<file path="src/rtl/tmr8_pkg.sv">
package tmr8_pkg;
  typedef enum logic [1:0] {
    MODE_FREE = 2'd0,
    MODE_CLR  = 2'd1,
    MODE_PC   = 2'd2,
    MODE_RSV  = 2'd3
  } mode_e;

  typedef enum logic [1:0] {
    ACT_OFF   = 2'd0,
    ACT_TGL   = 2'd1,
    ACT_CLRUP = 2'd2,
    ACT_SETUP = 2'd3
  } act_e;

  // control byte: [7:6] act, [5:4] mode, [3] crystal source, [2:0] select
  typedef struct packed {
    act_e       act;
    mode_e      mode;
    logic       xsrc;
    logic [2:0] csel;
  } ctl_t;

  localparam logic [1:0] ADR_CNT = 2'd0;
  localparam logic [1:0] ADR_CMP = 2'd1;
  localparam logic [1:0] ADR_CTL = 2'd2;
  localparam logic [1:0] ADR_FLG = 2'd3;
endpackage

</file>
<file path="src/rtl/tmr8_clksel.sv">
module tmr8_clksel #(
  parameter int PW   = 10,
  parameter int SYNC = 2
) (
  input  logic       clk,
  input  logic       rst_n,
  input  logic       xtal_i,
  input  logic       xsrc,
  input  logic [2:0] csel,
  output logic       tick
);
  logic [SYNC-1:0] sync_q;
  logic            xprev_q;
  logic            xedge;
  logic            base;
  logic [PW-1:0]   pc_q;
  logic [7:0]      tap_hit;

  always_ff @(posedge clk) begin
    if (!rst_n) begin
      sync_q  <= '0;
      xprev_q <= 1'b0;
    end else begin
      sync_q  <= {sync_q[SYNC-2:0], xtal_i};
      xprev_q <= sync_q[SYNC-1];
    end
  end

  assign xedge = sync_q[SYNC-1] & ~xprev_q;
  assign base  = xsrc ? xedge : 1'b1;

  always_ff @(posedge clk) begin
    if (!rst_n)    pc_q <= '0;
    else if (base) pc_q <= pc_q + 1'b1;
  end

  for (genvar k = 0; k < 8; k++) begin : g_tap
    if (k == 0) begin : g_off
      assign tap_hit[k] = 1'b0;
    end else if (k == 1) begin : g_full
      assign tap_hit[k] = 1'b1;
    end else begin : g_div
      localparam int TW = (k == 2) ? 3 : (k == 3) ? 5 : (k == 4) ? 6 :
                          (k == 5) ? 7 : (k == 6) ? 8 : PW;
      assign tap_hit[k] = &pc_q[TW-1:0];
    end
  end

  assign tick = base & tap_hit[csel];

  AST_DIV8_SPACING: assert property (@(posedge clk) disable iff (!rst_n)
    (tick && csel == 3'd2) |=> (!tick || csel != 3'd2));
endmodule

</file>
<file path="src/rtl/tmr8_count.sv">
module tmr8_count
  import tmr8_pkg::*;
#(
  parameter int W = 8
) (
  input  logic         clk,
  input  logic         rst_n,
  input  logic         tick,
  input  mode_e        mode,
  input  logic         cnt_we,
  input  logic         cmp_we,
  input  logic [W-1:0] wdata,
  output logic [W-1:0] cnt,
  output logic [W-1:0] cmp_buf,
  output logic         up,
  output logic         match_ev,
  output logic         ovf_ev
);
  localparam logic [W-1:0] MAXV = {W{1'b1}};
  localparam logic [W-1:0] ONE  = {{(W-1){1'b0}}, 1'b1};

  logic [W-1:0] cmp_act;
  logic         pc;
  logic         live;
  logic         at_top;
  logic         at_bot;

  assign pc     = (mode == MODE_PC);
  assign live   = tick & ~cnt_we;
  assign at_top = (cnt == MAXV);
  assign at_bot = (cnt == '0);

  assign match_ev = live & (cnt == cmp_act);
  assign ovf_ev   = live & (pc ? (~up & at_bot) : at_top);

  always_ff @(posedge clk) begin
    if (!rst_n) begin
      cnt <= '0;
      up  <= 1'b1;
    end else if (cnt_we) begin
      cnt <= wdata;
    end else if (live) begin
      if (pc) begin
        if (up && at_top)       begin cnt <= MAXV - ONE; up <= 1'b0; end
        else if (!up && at_bot) begin cnt <= ONE;        up <= 1'b1; end
        else if (up)            cnt <= cnt + ONE;
        else                    cnt <= cnt - ONE;
      end else begin
        up <= 1'b1;
        if (mode == MODE_CLR && cnt == cmp_act) cnt <= '0;
        else                                    cnt <= cnt + ONE;
      end
    end
  end

  always_ff @(posedge clk) begin
    if (!rst_n) begin
      cmp_buf <= '0;
      cmp_act <= '0;
    end else begin
      if (cmp_we) cmp_buf <= wdata;
      if (cmp_we && !pc)                  cmp_act <= wdata;
      else if (pc && live && up && at_top) cmp_act <= cmp_buf;
    end
  end

  AST_HOLD_NO_TICK: assert property (@(posedge clk) disable iff (!rst_n)
    (!tick && !cnt_we) |=> $stable(cnt));
  AST_CLR_RELOAD: assert property (@(posedge clk) disable iff (!rst_n)
    (mode == MODE_CLR && match_ev) |=> (cnt == '0));
  AST_PC_TURN_TOP: assert property (@(posedge clk) disable iff (!rst_n)
    (pc && live && up && at_top) |=> (cnt == MAXV - ONE && !up));
  AST_PC_TURN_BOT: assert property (@(posedge clk) disable iff (!rst_n)
    (pc && live && !up && at_bot) |=> (cnt == ONE && up));
  AST_CMP_BUFFERED: assert property (@(posedge clk) disable iff (!rst_n)
    (pc && !(live && up && at_top)) |=> $stable(cmp_act));
endmodule

</file>
<file path="src/rtl/tmr8_wave.sv">
module tmr8_wave
  import tmr8_pkg::*;
(
  input  logic  clk,
  input  logic  rst_n,
  input  mode_e mode,
  input  act_e  act,
  input  logic  match_ev,
  input  logic  up,
  output logic  wave_o
);
  always_ff @(posedge clk) begin
    if (!rst_n) begin
      wave_o <= 1'b0;
    end else if (match_ev) begin
      unique case (act)
        ACT_TGL:   if (mode == MODE_CLR) wave_o <= ~wave_o;
        ACT_CLRUP: wave_o <= (mode == MODE_PC) ? ~up : 1'b0;
        ACT_SETUP: wave_o <= (mode == MODE_PC) ? up : 1'b1;
        default:   wave_o <= wave_o;
      endcase
    end
  end

  AST_WAVE_QUIET: assert property (@(posedge clk) disable iff (!rst_n)
    !match_ev |=> $stable(wave_o));
  AST_WAVE_PC_UP: assert property (@(posedge clk) disable iff (!rst_n)
    (match_ev && mode == MODE_PC && act == ACT_CLRUP && up) |=> !wave_o);
endmodule

</file>
<file path="src/rtl/tmr8_pwm.sv">
module tmr8_pwm
  import tmr8_pkg::*;
#(
  parameter int W    = 8,
  parameter int PW   = 10,
  parameter int SYNC = 2
) (
  input  logic       clk,
  input  logic       rst_n,
  input  logic       xtal_i,
  input  logic       reg_we,
  input  logic [1:0] reg_addr,
  input  logic [7:0] reg_wdata,
  output logic [7:0] reg_rdata,
  output logic       wave_o,
  output logic       irq_o
);
  ctl_t         ctl_q;
  logic [1:0]   flg_q;
  logic [1:0]   msk_q;
  logic [1:0]   flg_clr;
  logic [1:0]   flg_set;
  logic         tick;
  logic [W-1:0] cnt;
  logic [W-1:0] cmp_buf;
  logic         up;
  logic         match_ev;
  logic         ovf_ev;
  logic         unused_bits;

  assign unused_bits = ^{reg_wdata[7:6], reg_wdata[3:2]};

  tmr8_clksel #(.PW(PW), .SYNC(SYNC)) u_clksel (
    .clk(clk), .rst_n(rst_n), .xtal_i(xtal_i),
    .xsrc(ctl_q.xsrc), .csel(ctl_q.csel), .tick(tick)
  );

  tmr8_count #(.W(W)) u_count (
    .clk(clk), .rst_n(rst_n), .tick(tick), .mode(ctl_q.mode),
    .cnt_we(reg_we && reg_addr == ADR_CNT),
    .cmp_we(reg_we && reg_addr == ADR_CMP),
    .wdata(reg_wdata[W-1:0]), .cnt(cnt), .cmp_buf(cmp_buf), .up(up),
    .match_ev(match_ev), .ovf_ev(ovf_ev)
  );

  tmr8_wave u_wave (
    .clk(clk), .rst_n(rst_n), .mode(ctl_q.mode), .act(ctl_q.act),
    .match_ev(match_ev), .up(up), .wave_o(wave_o)
  );

  assign flg_set = {match_ev, ovf_ev};
  assign flg_clr = (reg_we && reg_addr == ADR_FLG) ? reg_wdata[1:0] : 2'b00;

  always_ff @(posedge clk) begin
    if (!rst_n) begin
      ctl_q <= '0;
      flg_q <= '0;
      msk_q <= '0;
    end else begin
      if (reg_we && reg_addr == ADR_CTL) ctl_q <= ctl_t'(reg_wdata);
      if (reg_we && reg_addr == ADR_FLG) msk_q <= reg_wdata[5:4];
      flg_q <= (flg_q & ~flg_clr) | flg_set;
    end
  end

  assign irq_o = |(flg_q & msk_q);

  always_comb begin
    unique case (reg_addr)
      ADR_CNT: reg_rdata = 8'(cnt);
      ADR_CMP: reg_rdata = 8'(cmp_buf);
      ADR_CTL: reg_rdata = ctl_q;
      default: reg_rdata = {2'b00, msk_q, 2'b00, flg_q};
    endcase
  end

  AST_OVF_SET_WINS: assert property (@(posedge clk) disable iff (!rst_n)
    ovf_ev |=> flg_q[0]);
  AST_MATCH_SET_WINS: assert property (@(posedge clk) disable iff (!rst_n)
    match_ev |=> flg_q[1]);
  AST_IRQ_NEEDS_MASK: assert property (@(posedge clk) disable iff (!rst_n)
    (msk_q == 2'b00) |-> !irq_o);
endmodule

</file>
<file path="config.mk">
export PLATFORM = sky130hd
export DESIGN_NAME = tmr8_pwm
export DESIGN_NICKNAME = d
export VERILOG_FILES = /design/src/rtl/tmr8_pkg.sv /design/src/rtl/tmr8_clksel.sv /design/src/rtl/tmr8_count.sv /design/src/rtl/tmr8_wave.sv /design/src/rtl/tmr8_pwm.sv
export SDC_FILE = /design/constraint.sdc
export NUM_CORES = 1
export LEC_CHECK = 0
export ABC_AREA = 0
export BUFFER_PORTS_ARGS = -buffer_cell sky130_fd_sc_hd__buf_2
export CAP_MARGIN = 10
export CORE_MARGIN = 2
export CORE_UTILIZATION = 51
export DETAILED_ROUTE_END_ITERATION = 12
export HOLD_SLACK_MARGIN = 0.03
export PLACE_DENSITY = 0.69
export SLEW_MARGIN = 10
export SYNTH_ARGS = -nofsm -noshare
export SYNTH_HDL_FRONTEND = slang
export SYNTH_SLANG_ARGS = --single-unit
</file>
<file path="constraint.sdc">
create_clock -name clk -period 3.6 [get_ports clk]
set_clock_uncertainty 0.1 [all_clocks]
set_input_delay 0.9 -clock clk [delete_from_list [all_inputs] [get_ports clk]]
set_output_delay 0.9 -clock clk [all_outputs]
set_load 0.02 [all_outputs]
</file>
---- Yosys cells after proc, flatten, opt, wreduce, memory -nomap -nowiden ----
Index checks and enable logic that the tools add are counted.
storage, ports and cells
  output and inout port bits .............. 10
  register bits ........................... 51
  logic and storage cells ................. 93
  bits of input ports ..................... 14
operators by class
  reduce and logical (&&, ||, !) cells .... 27
  multiplexer cells ....................... 22
  bitwise operators ....................... 14
  equal/unequal tests ..................... 12
  add/subtract/negate cells ............... 3
  magnitude comparators ................... 1
operator list
  cell                     count
  $mux W8                  9
  $pmux W8 S3              1
  $logic_and A1 B1 Y1      11
  $add A10 B1 Y10 const B  1
  $eq A2 B2 Y1 const B     5
  $reduce_and A10 Y1       1
  $mux W1                  9
  $reduce_and A3 Y1        3
  $add A8 B1 Y8 const B    1
  $eq A8 B8 Y1             1
  $eq A8 B8 Y1 const B     1
  $logic_not A8 Y1         1
  $reduce_and A8 Y1        1
  $sub A8 B1 Y8 const B    1
  $reduce_and A7 Y1        1
  $and A1 B1 Y1            6
  $eq A2 B1 Y1 const B     3
  $reduce_and A6 Y1        1
  $reduce_and A5 Y1        1
  $and A2 B2 Y2            2
  $lt A3 B4 Y1 const B     1
  $not A1 Y1               4
  $reduce_bool A2 Y1       2
  $bmux W1 S3              1
  10 further kinds         11

---- Depth between registers and ports, before layout ----
  word-level depth ........................ 10
  mapped depth ............................ 10
  depth with buffers taken out ............ 9

---- Cells and area by module ----
A second synthesis with hierarchy kept.
second synthesis, totals
  cells, all modules ...................... 379
  area total of the unflattened synthesis .. 3239.4 um^2
modules (own cells, without submodules)
  module       instances  cells each  sequential area each (um^2)  area each (um^2)
  tmr8_count   1          224         500.5                        1737.9
  tmr8_clksel  1          73          260.2                        714.4
  tmr8_pwm     1          70          240.2                        699.4
  tmr8_wave    1          12          20.0                         87.6

---- Worst setup path before layout ----
OpenSTA, ideal clock, no wires.
  kind .................................... input port to output port
  start point ............................. input port reg_addr[0]
  end point ............................... output port reg_rdata[2]
  arrival time ............................ 1862 ps
  path buffers ............................ 1
  required time ........................... 2600 ps
  setup slack ............................. 738 ps
  stages on the path ...................... 3
  cells stage by stage .................... buf_1 > mux2i_1 > o21ai_0
on the way
  longest elaborated chain between the ends .. 2
  elaborated cells between the ends (all ways) .. 4
  classes of those cells .................. 2 x eq/ne; 1 x mux; 1 x reduce/logical
ends and longest elaborated chain
  item                                  line            source
  start, declared                       tmr8_pwm.sv:12  input logic [1:0] reg_addr,
  $eq A2 B2 Y1 (tied with other cells)  tmr8_pwm.sv:69  unique case (reg_addr)
  $pmux W8 S3 (*)                       tmr8_pwm.sv:69
  end, declared                         tmr8_pwm.sv:14  output logic [7:0] reg_rdata,
Every way passes the cells marked *; elsewhere a longest branch is shown, timed or not.

---- Worst setup path after layout ----
  start point ............................. input port reg_addr[1]
  end point ............................... output port reg_rdata[5]
Same word-level chain as after synthesis.

==> impl_metrics.json <==
{
  "ant_nets": 0,
  "place_area_um2": 3224,
  "rrSetupSlack_ns": 0.94,
  "wl_met3_um": 461,
  "root_buffer": "clkbuf_8",
  "p_leak_nw": 1.352,
  "drive_gt1_share_pct": 13.95,
  "timing.slew.headroom_pct": 45.23,
  "maxCapViolCount": 0,
  "holdPathEnd": "u_clksel.sync_q[1]",
  "cp_max_fo": 14,
  "p_per_area_nw_per_um2": 376.0,
  "muxShareOfSynthArea_pct": 5.475,
  "ctsResizeCount": 0,
  "async_flop_share_pct": 0,
  "top_layer_used": "met4",
  "critPathMostFrequentCell": "buf_2",
  "crit_path_start": "reg_addr[1]",
  "worstPathCellList": "buf_2 -> mux4_2 -> buf_2",
  "dp_hpwl_um": 5899,
  "drt-vias-per-instance": 6.154,
  "rr_worst_depth": 9,
  "ys_seq_elements": 51,
  "period_minus_slack_ns": 2.897,
  "clkSinkCount": 51,
  "wl_met2_um": 3854,
  "p_sw_mw": 0.3697,
  "drc": 0,
  "syn_avg_cell_area_um2": 8.400,
  "diodes": 0,
  "finalWirelength_um": 8131,
  "final_area_um2": 3336,
  "cts_hold_buf": 0,
  "grt_overflow_total": 0,
  "critPathBufInv": 2,
  "ys.warnings.count": 0,
  "io_pins": 24,
  "wl_met1_um": 3572,
  "start_kind": "input pin",
  "status": "finished clean",
  "internal_power_mw": 0.8846,
  "synth-compound-area-share_pct": 20.41,
  "first_global_vias": 2634,
  "die_h_um": 82.07,
  "fin_crit_sh_pct": 80.47,
  "cts.path.max_buffers": 2,
  "cts_max_level": 2,
  "ys_seq_area_share_pct": 32.85,
  "mappedNetlistArea_um2": 3108,
  "nNetsFinal": 399,
  "fp.dieArea_um2": 6735,
  "synth_edf_count": 0,
  "crit_family": "multiplexers",
  "std_cell_rows": 28,
  "timing_hold_violations_final": 0,
  "slew_viol_final": 0,
  "wl_per_cell_um": 17.87,
  "antenna_found_initial": 0,
  "min_path_cells": 1,
  "slowest_delay_ns": 0.55,
  "worstMarginPinSlew_ns": 0.8215,
  "synth_cells": 370,
  "multi_input_area_um2": 1949,
  "seqPwrFrac_pct": 50.5,
  "clk_pin_slew_ns": 0.10,
  "synthAdderAreaFrac_pct": 2.415,
  "ys.flop_type": "dfxtp_1",
  "setup_viol": 0,
  "setup_tns_ns": 0,
  "cts_setup_buffers": 0,
  "ys_types": 66,
  "dieWidth_um": 82.07,
  "swShare_pct": 29.47,
  "reg2reg_to": "u_count.cmp_act[0]",
  "ir_worst_vdd_uv": 264.7,
  "cts_buffers": 5,
  "hp-class": "reg -> reg",
  "end_kind": "output port",
  "drtIter0Drc": 248,
  "synth-simple-area-share_pct": 27.94,
  "grt_pass1_wl_um": 13520,
  "area_growth_pct": 7.327,
  "vias": 2800,
  "cp.required_ns": 2.60,
  "critical_path_arrival_ns": 1.90,
  "coreArea_um2": 5921,
  "slowest_stage": "mux4_2",
  "gp_congestion": 0.9425,
  "clock_latency_ns": 0.31,
  "synth_nets": 390,
  "max_freq_ghz": 0.3452,
  "first_pass_iters": 4,
  "comb_power_share_pct": 16.0,
  "r2r-start": "u_clksel.pc_q[0]",
  "start_util_pct": 52.49,
  "hp-start": "u_clksel.sync_q[0]",
  "rsz0062_at_grt": "false",
  "synth_top_family_by_area": "simple AND/OR/NAND/NOR gates",
  "cts_tree": "yes",
  "clock_power_share_pct": 33.4,
  "ff_latch_area_um2": 1021,
  "io_buffers": 23,
  "worstSetupPathType": "in -> out",
  "synth-xor-area-share_pct": 6.481,
  "fillers": 570,
  "grt_max_degree": 54,
  "track_usage_pct": 26.44
}
==> metal layers <==
| metal | vias to the layer above | global-route usage, % |
|---|---|---|
| li1 | 1342 | - |
| met1 | 1337 | 35.24 |
| met3 | 20 | 4.725 |
| met4 | 0 | 11.50 |
| met2 | 101 | 41.87 |
| met5 | - | 0 |
==> cell families after synthesis <==
kind of cell | count (synthesis)
AO/OA/AOI/OAI | 87
XOR/XNOR | 23
adder cells (fa/ha/maj) | 6
buffers and inverters | 29
flip-flops | 51
multiplexers | 12
AND/OR/NAND/NOR | 162
==> how the worst max path moves through the flow <==
| stage | endpoint | slack, ns | depth (start not counted) |
|---|---|---|---|
| final | reg_rdata[5] | 0.70 | 3 |
| after global routing | reg_rdata[3] | 0.60 | 6 |
| after CTS | reg_rdata[5] | 0.71 | 3 |
| after detailed placement | reg_rdata[5] | 0.71 | 3 |
| after global placement | reg_rdata[5] | 0.71 | 3 |
| after floorplan | reg_rdata[2] | 0.74 | 3 |
==> state kept, by name, indices dropped and copies added, names as in the netlist <==
name and flops:
msk_q 2, u_clksel.pc_q 10, u_clksel.sync_q 2, flg_q 2, u_count.cnt 8, u_count.cmp_act 8, u_clksel.xprev_q 1, u_wave.wave_o 1
u_count.up 1, u_count.cmp_buf 8, ctl_q 8
==> worst reg2reg max path: stages (launching register included) <==
cell and delay, ns:
dfxtp_1 0.39, ha_1 0.19, and3_1 0.20, ha_1 0.16, nor4bb_1 0.05, a211o_1 0.27
nor3_4 0.44, and3_1 0.46, a22oi_1 0.18, a21boi_1 0.16
==> power by group through the flow <==
| stage | Sequential, mW | Clock (mW) | Combinational [mW] |
|---|---|---|---|
| after global placement | 0.646 | 0 | 0.195 |
| after detailed placement | 0.646 | 0 | 0.200 |
| after global routing | 0.638 | 0.440 | 0.223 |
| after floorplan | 0.615 | 0 | 0.171 |
| final | 0.634 | 0.419 | 0.201 |
| after CTS | 0.633 | 0.425 | 0.201 |
==> cells in the final DEF (no fill, tap or decap), types with 3 or more instances in the layout <==
master / synthesis / layout
inv_1: 4 / 4
o211ai_1: 3 / 3
nor3_1: 9 / 9
and3_1: 9 / 9
nand2_1: 52 / 52
clkbuf_8: 0 / 5
xnor2_1: 6 / 6
a21boi_0: 20 / 20
and2_1: 14 / 14
buf_2: 4 / 23
a31oi_1: 4 / 4
a22oi_1: 6 / 6
nand2b_1: 3 / 3
o21ai_0: 17 / 17
a21oi_1: 6 / 6
nor2_1: 17 / 17
ha_1: 6 / 6
buf_4: 4 / 4
mux2i_1: 8 / 8
nand4_1: 4 / 4
nor2b_1: 7 / 7
mux4_2: 4 / 4
a21boi_1: 5 / 5
nand3_1: 30 / 30
xor2_1: 17 / 17
dfxtp_1: 51 / 51
==> cells in the mapped netlist (2+ instances only) <==
library cell	count	share of area, %
a21boi_1	5	1.2
a31oi_1	4	0.81
and2_1	14	2.8
xnor2_1	6	1.7
nand3_1	30	4.8
nand4_1	4	0.81
a21boi_0	20	4.8
buf_2	4	0.64
buf_4	4	0.97
o211ai_1	3	0.72
ha_1	6	2.4
clkbuf_1	13	1.6
mux2i_1	8	2.6
a22oi_1	6	1.4
and4_1	2	0.56
buf_1	2	0.24
nor3_4	2	1.0
a41oi_1	2	0.56
nand2b_1	3	0.60
dfxtp_1	51	33
nor3_1	9	1.4
nor2_1	17	2.1
inv_1	4	0.48
nor2b_1	7	1.4
a21o_1	2	0.48
o21ai_0	17	2.7
xor2_1	17	4.8
mux4_2	4	2.9
and3_1	9	1.8
nand2_1	52	6.3
a21oi_1	6	0.97
a211oi_1	2	0.48
a21bo_2	2	0.64
==> through the flow <==
stage / utilization, % / worst slack [ns] / total power [mW] / hold WS (ns) / cells
after floorplan: - / 0.7378 / 0.7868 / 0.3119 / 370
after global placement: 54.46 / 0.7068 / 0.8417 / 0.3316 / 447
after detailed placement: 54.46 / 0.7114 / 0.8457 / 0.3273 / 447
after CTS: 56.34 / 0.7066 / 1.258 / 0.3522 / 455
after global routing: 56.34 / 0.6041 / 1.300 / 0.3929 / 455
final: 56.34 / 0.7029 / 1.254 / 0.3517 / 455
==> final cells by class <==
cell class,instances,share of cell area (%)
clock buffers,6,2.176
clock inverters,2,1.163
inverters,4,0.4501
multi-input cells,290,58.44
flip-flops and latches,51,30.61
well taps,75,2.813
repair buffers,27,4.351
Power figures use the tool's default switching activity.
